## src/rtl/prio_vic.sv

```systemverilog
module prio_vic #(
  parameter int N_LINES = 8,
  parameter int VEC_W   = 8,
  parameter int ADDR_W  = 16,
  parameter int TMO_W   = 8,
  parameter int STK_DEPTH = N_LINES + 2
) (
  input  logic                        clk,
  input  logic                        rst_n,
  input  logic [N_LINES-1:0]          irq_i,
  input  logic                        nmi_i,
  input  logic [TMO_W-1:0]            tmo_limit_i,
  input  logic [ADDR_W-1:0]           tbl_base_i,
  output logic                        int_req_o,
  input  logic                        cpu_ack_i,
  output logic [N_LINES:0]            dev_ack_o,
  input  logic                        vec_valid_i,
  input  logic [VEC_W-1:0]            vec_i,
  output logic                        handler_valid_o,
  output logic [ADDR_W-1:0]           handler_addr_o,
  output logic                        bus_err_o,
  input  logic                        eoi_i,
  output logic [$clog2(N_LINES+2)-1:0] cur_lvl_o
);
  localparam int LVL_W   = $clog2(N_LINES + 2);
  localparam int IDX_W   = $clog2(N_LINES + 1);
  localparam int SP_W    = $clog2(STK_DEPTH + 1);
  localparam int NMI_LVL = N_LINES + 1;

  typedef enum logic [1:0] {S_IDLE, S_REQ, S_WAIT} st_t;
  st_t state;

  logic [LVL_W-1:0] cur_lvl, cand_lvl, pick_lvl;
  logic [IDX_W-1:0] cand_idx, pick_idx;
  logic             pick_ok;
  logic             nmi_q, nmi_pend;
  logic [TMO_W-1:0] cnt;
  logic [LVL_W-1:0] stk [STK_DEPTH];
  logic [SP_W-1:0]  sp;

  wire timed_out = (state == S_WAIT) && !vec_valid_i && (cnt == tmo_limit_i);
  wire do_push   = (state == S_WAIT) && vec_valid_i;
  wire do_pop    = eoi_i && !do_push;
  wire nmi_done  = (do_push || timed_out) && (cand_idx == IDX_W'(N_LINES));

  always_comb begin
    pick_ok  = 1'b0;
    pick_idx = '0;
    pick_lvl = '0;
    if (nmi_pend) begin
      pick_ok  = 1'b1;
      pick_idx = IDX_W'(N_LINES);
      pick_lvl = LVL_W'(NMI_LVL);
    end else begin
      for (int i = N_LINES - 1; i >= 0; i--) begin
        if (irq_i[i] && (LVL_W'(N_LINES - i) > cur_lvl)) begin
          pick_ok  = 1'b1;
          pick_idx = IDX_W'(i);
          pick_lvl = LVL_W'(N_LINES - i);
        end
      end
    end
  end

  assign int_req_o = (state == S_REQ);
  assign dev_ack_o = (state == S_WAIT) ? ({{N_LINES{1'b0}}, 1'b1} << cand_idx) : '0;
  assign cur_lvl_o = cur_lvl;

  always_ff @(posedge clk) begin
    if (!rst_n) begin
      state           <= S_IDLE;
      cand_idx        <= '0;
      cand_lvl        <= '0;
      cnt             <= '0;
      nmi_q           <= 1'b0;
      nmi_pend        <= 1'b0;
      handler_valid_o <= 1'b0;
      handler_addr_o  <= '0;
      bus_err_o       <= 1'b0;
    end else begin
      nmi_q           <= nmi_i;
      nmi_pend        <= (nmi_i && !nmi_q) || (nmi_pend && !nmi_done);
      handler_valid_o <= 1'b0;
      bus_err_o       <= 1'b0;
      case (state)
        S_IDLE: if (pick_ok) begin
          state    <= S_REQ;
          cand_idx <= pick_idx;
          cand_lvl <= pick_lvl;
        end
        S_REQ: if (cpu_ack_i) begin
          state <= S_WAIT;
          cnt   <= '0;
        end
        S_WAIT: begin
          if (vec_valid_i) begin
            handler_valid_o <= 1'b1;
            handler_addr_o  <= tbl_base_i + ADDR_W'({vec_i, 2'b00});
            state           <= S_IDLE;
          end else if (timed_out) begin
            bus_err_o <= 1'b1;
            state     <= S_IDLE;
          end else begin
            cnt <= cnt + 1'b1;
          end
        end
        default: state <= S_IDLE;
      endcase
    end
  end

  always_ff @(posedge clk) begin
    if (!rst_n) begin
      cur_lvl <= '0;
      sp      <= '0;
      for (int k = 0; k < STK_DEPTH; k++) stk[k] <= '0;
    end else if (do_push) begin
      cur_lvl <= cand_lvl;
      stk[0]  <= cur_lvl;
      for (int k = 1; k < STK_DEPTH; k++) stk[k] <= stk[k-1];
      if (sp != SP_W'(STK_DEPTH)) sp <= sp + 1'b1;
    end else if (do_pop) begin
      cur_lvl <= (sp != '0) ? stk[0] : '0;
      for (int k = 0; k < STK_DEPTH - 1; k++) stk[k] <= stk[k+1];
      stk[STK_DEPTH-1] <= '0;
      if (sp != '0) sp <= sp - 1'b1;
    end
  end
endmodule

```

## config.mk

```make
export PLATFORM = sky130hd
export DESIGN_NAME = prio_vic
export DESIGN_NICKNAME = d
export VERILOG_FILES = /design/src/rtl/prio_vic.sv
export SDC_FILE = /design/constraint.sdc
export NUM_CORES = 1
export LEC_CHECK = 0
export ABC_AREA = 0
export BUFFER_PORTS_ARGS = -buffer_cell sky130_fd_sc_hd__buf_2
export CORE_ASPECT_RATIO = 1.1
export CORE_MARGIN = 2
export CORE_UTILIZATION = 51
export CTS_CLUSTER_DIAMETER = 120
export DETAILED_ROUTE_END_ITERATION = 8
export MAX_ROUTING_LAYER = met4
export PLACE_DENSITY_LB_ADDON = 0.25
export SYNTH_ARGS = -nofsm -noshare
export SYNTH_HDL_FRONTEND = slang
export SYNTH_SLANG_ARGS = --single-unit
```

## constraint.sdc

```tcl
create_clock -name clk -period 2.45 [get_ports clk]
set_input_delay 0.49 -clock clk [delete_from_list [all_inputs] [get_ports clk]]
set_output_delay 0.49 -clock clk [all_outputs]
set_load 0.02 [all_outputs]
```

# --- Word-level counts from Yosys, hierarchy flattened ---
# Memories as Yosys holds them, arrays and structs flattened.
# Cells that the tools add are included.
op_classes:
  n_addsub: 4
  magnitude_cmp: 8
  n_eq_ne: 11
  shifts: 1
  n_mux: 74
  bitwise: 22
  reduce_logical: 33
ops:
  columns: ["op", "n"]
  rows:
  - ["$mux W4", 43]
  - ["$mux W8", 3]
  - ["$mux W1", 20]
  - ["$or A1 B1 Y1", 20]
  - ["$add A16 B10 Y16", 1]
  - ["$gt A3 B4 Y1 const A", 4]
  - ["$pmux W8 S2", 1]
  - ["$logic_and A1 B1 Y1", 15]
  - ["$mux W9", 1]
  - ["$shl A1 B4 Y9 const A", 1]
  - ["$add A8 B1 Y8 const B", 1]
  - ["$eq A8 B8 Y1", 1]
  - ["$gt A2 B4 Y1 const A", 2]
  - ["$mux W2", 4]
  - ["$ne A2 B2 Y1 const B", 3]
  - ["$pmux W2 S3", 1]
  - ["$reduce_and A2 Y1", 3]
  - ["$reduce_and A3 Y1", 2]
  - ["$reduce_bool A2 Y1", 3]
  - ["$add A4 B1 Y4 const B", 1]
  - ["$eq A4 B4 Y1 const B", 1]
  - ["$gt A1 B4 Y1 const A", 1]
  - ["$gt A4 B4 Y1 const A", 1]
  - ["$logic_not A1 Y1", 4]
  - ["13 further kinds", 16]
totals:
  reg_bits: 46
  mem_bits_rw: 40
  in_bits: 46
  output_inout_bits: 32
  memories: 1
memory_table:
  columns: ["memory", "words", "width", "rd", "rd_clocked_by_memory_dff", "wr", "line_no", "text"]
  rows:
  - ["stk", 10, 4, 10, 0, 10, "38", "logic [LVL_W-1:0] stk [STK_DEPTH];"]

# --- Logic depth before layout (Yosys ltp) ---
logic_depth:
  depth_word: 13
  depth_mapped: 10
  mapped_depth_nobuf: 8

# --- Least setup slack after synthesis ---
# OpenSTA, ideal clock, no wires.
synth_timing:
  kind: "input to register"
  start: "in vec_valid_i"
  end: "mem stk[0][0] in the netlist's numbering, enable pin"
  t_arrival_ns: 2.006
  required_ns: 2.056
  setup_slack_ns: 0.050
  cell_stages: 5
  path_buffers: 3
  cell_sequence: "and3b_1 > clkbuf_1 > buf_2 > buf_2 > or3_1"
synth_lines:
  columns: ["item", "line_no", "text"]
  rows:
  - ["start, declared", "17", "input logic vec_valid_i,"]
  - ["end, declared", "38", null]

# --- Final worst setup path ---
layout_timing:
  start: "reg state[0]"
  end: "out dev_ack_o[0]"
layout_between:
  elab_chain_cells: 2
layout_lines:
  columns: ["item", "line_no", "text"]
  rows:
  - ["start, declared", "31", "st_t state;"]
  - ["start signal, assigned", "71", "state <= S_IDLE;"]
  - ["start signal, assigned", "87", "state <= S_REQ;"]
  - ["start signal, assigned", "92", "state <= S_WAIT;"]
  - ["$eq A2 B2 Y1", "66", "assign dev_ack_o = (state == S_WAIT) ? ({{N_LINES{1'b0}}, 1'b1} << cand_idx) : '0;"]
  - ["$mux W9", "66", null]
  - ["end, declared", "16", "output logic [N_LINES:0] dev_ack_o,"]
# No other way between the ends.

==> metrics.md <==
| Metric | Value |
|---|---|
| Post-Route Setup TNS | `0 ns` |
| Crit Path Class | `register to output port` |
| CTS resizes | `0` |
| CTS tree | `done` |
| Critical path's slowest cell | `or3_1` |
| Worst path top cell family by delay | `simple AND/OR/NAND/NOR gates` |
| Worst setup EP type | `output port` |
| Slew Limit Fails | `0` |
| Slew HR | `66.4%` |
| Cell Area, Synth | `4370 µm²` |
| Num CTS Buffers | `9` |
| Power Dens Cells | `646 nW/µm²` |
| Post-Place Cells | `635` |
| Register area | `2120 µm²` |
| Initial DRC count | `180` |
| CP cell instances | `nand2b_1 -> or3_1 -> nor3_1 -> buf_2` |
| Startpoint types | `register` |
| Final period util | `85.3%` |
| Top_reg_cell synth | `dfxtp_1` |
| Pleak | `2.06 nW` |
| Hold path depth | `2` |
| Max Cap Viol | `0` |
| Num ports | `78` |
| Origin of the worst min-delay path | `nmi_i` |
| Fmax | `478 MHz` |
| Final setup fails | `0` |
| RR Endpoint | `cand_lvl[1]` |
| Width of the die | `92.3 µm` |
| Final-report hold violation count | `0` |
| Yosys top cell by area | `edfxtp_1` |
| Routed Wire Length | `9510 µm` |
| Vias per inst | `5.77` |
| Critical path arrival | `1.60 ns` |
| Vias in the first global route | `3485` |
| Via count | `3756` |
| Top-area cell type share of the netlist area | `27.5%` |
| Post-route ant nets | `0` |
| Post-synthesis net count | `519` |
| Core area | `8360 µm²` |
| Final HPWL from detailed placement | `6730 µm` |
| EDFF count, synth | `40` |
| Status | `complete, no violations` |
| Post CTS Setup Buffer Count | `0` |
| Avg Cell Area, Syn | `9.51 µm²` |
| Crit path depth | `4` |
| Largest net degree at the start of global routing | `32` |
| Routed wire per std cell | `14.6 µm` |
| Post-synthesis sequential area ratio | `48.5%` |
| Clk_skew | `0.00899 ns` |
| R2R depth | `5` |
| # clock sinks | `86` |
| Reg2reg setup slack | `0.42 ns` |
| Initial Utilization | `52.3%` |
| Grt total ovfl | `0` |
| Unrepaired setup endpoints after global routing | `false` |
| DRC | `0` |
| H-tree depth | `3` |
| Hold Path Sink | `nmi_q` |
| Initial antenna violation count | `0` |
| Placer Congestion | `0.877` |
| Syn Inst Count | `460` |
| Pwr Total | `3.29 mW` |
| # fillers | `753` |
| YS warnings | `0` |
| Cell variety after synth | `59` |
| Tmin final | `2.09 ns` |
| Hold_buf cts | `0` |
| Overall routing resource usage | `22.0%` |
| Worst path bufs/invs | `1` |
| Initial DRT Pass Iterations | `5` |
| Die Area | `9330 µm²` |
| Worst path max stage delay | `0.38 ns` |
| Largest cells by area after synthesis | `edfxtp_1 27%, dfxtp_1 21%, a21oi_1 4.1%, nand2_1 4.1%, a22o_1 3.8%` |
| Longest Clk Path Bufs | `2` |
| Reg2reg start | `cur_lvl_o[1]` |
| Fraction of layout instances using a drive strength above 1 | `21.1%` |
| Synth Register Bits | `86` |
| Worst-path maximum fanout | `4` |
| Non-filler cells, final | `651` |
| Multi-input logic area | `2090 µm²` |
| Hold WS | `0.372 ns` |
| Die Span Y | `101 µm` |
| Worst-Skew Late Latency | `0.36 ns` |
| Worst slew pin tran | `0.498 ns` |
| First-pass GRT wire length | `15900 µm` |
| Worst EP required | `1.96 ns` |
| Layout Nets | `594` |
| Layout area overhead | `16.3%` |
| Cell Rows | `35` |
| CTS clk-pin slew, worst paths | `0.09 ns` |
| Fin util | `60.8%` |
| Async S/R FF share, synth | `0%` |
| Inserted Diodes | `0` |
| Root buffer cell | `clkbuf_8` |
| # port buffers | `77` |
| Hold Path Class | `input pin to register` |
| Peak VDD IR | `0.310 mV` |
[placed cells by master (no fill, tap or decap), types with 4 or more instances in the layout]
cell type    n
buf_2       77
nand2_1     48
dfxtp_1     46
edfxtp_1    40
a21oi_1     36
nor2_1      31
nand3_1     31
o21ai_0     20
a22o_1      19
xnor2_1     16
buf_4       14
nor3_1      12
inv_1       11
and3_1      11
ha_1        11
clkbuf_8     9
nor2b_1      7
a211oi_1     7
nand2b_1     6
o211ai_1     6
or3_1        5
a21o_1       5
o2111ai_1    4
a31oi_1      4
a221oi_1     4
clkinvlp_4   4
[flip-flops by register name, indices dropped and copies added, names as in the netlist]
signal / cells
handler_addr_o: 16
sp: 4
cand_lvl: 4
cur_lvl_o: 4
bus_err_o: 1
state: 2
cand_idx: 4
nmi_q: 1
nmi_pend: 1
cnt: 8
stk: 40
handler_valid_o: 1
[Yosys cell counts, drive strengths merged, types with 4 or more instances]
cell type / n
o21ai: 21
and4: 4
edfxtp: 40
a21o: 5
dfxtp: 46
or3: 6
buf: 8
a31oi: 4
nand2b: 6
and3: 11
o211ai: 6
ha: 11
a21oi: 36
nor3: 13
xnor2: 16
nand2: 48
a22o: 19
inv: 11
nor2b: 7
nor2: 31
nand3: 31
a221oi: 4
clkbuf: 20
a211oi: 7
o2111ai: 4
[cell families after synthesis]
kind of cell             share of synthesized area (%)
AND/OR/NAND/NOR                                   19.8
AO/OA/AOI/OAI                                     19.4
flip-flops                                        48.5
buffers and inverters                             3.69
XOR/XNOR                                          3.80
adder cells (fa/ha/maj)                           4.06
multiplexers                                     0.687
[where the power goes]
| part | internal [mW] | switching [mW] | total, mW |
|---|---|---|---|
| Sequential | 1.62 | 0.110 | 1.73 |
| Combinational | 0.295 | 0.349 | 0.644 |
| Clock | 0.376 | 0.543 | 0.919 |
[worst max-delay path by stage]
stage                   from            endpoint  slack [ns]
2_1_floorplan    vec_valid_i           stk[0][0]        0.05
3_3_place_gp   tbl_base_i[6]  handler_addr_o[13]        0.19
3_5_place_dp   tbl_base_i[6]  handler_addr_o[13]        0.16
4_1_cts             state[0]        dev_ack_o[0]        0.34
5_1_grt         cur_lvl_o[2]         cand_lvl[1]        0.22
6_report            state[0]        dev_ack_o[0]        0.36
[worst register-to-register path: stages, from the launching register on]
cell      delay, ns
dfxtp_1        0.56
o21ai_0        0.17
a311oi_1       0.49
a41o_1         0.43
a211oi_1       0.10
a31o_1         0.19
[cell type report]
cell class,instances,share of cell area (%)
inverter,12,0.885
sequential,86,41.7
tap,111,2.73
clock buffer,9,2.43
clock inverter,7,1.11
timing repair buffer,92,10.0
multi-input combinational,334,41.1
[layer usage]
metal  wire length [µm]  track usage [%]  vias up  share of wire [%]
met5                  0                -        -                  0
met2               4640             35.8      111                 49
met3                519             3.27       17                5.5
li1                   -                -     1856                  -
met4                178             9.87        0                1.9
met1               4170             27.5     1772                 44
[through the flow]
step / setup slack (ns) / cell area [µm²]
final: 0.359 / 5090
after global routing: 0.216 / 5090
after CTS: 0.337 / 5090
after detailed placement: 0.156 / 4910
after global placement: 0.193 / 4910
after floorplan: 0.0502 / 4370
Note: power is estimated with default switching activity, not from simulation.
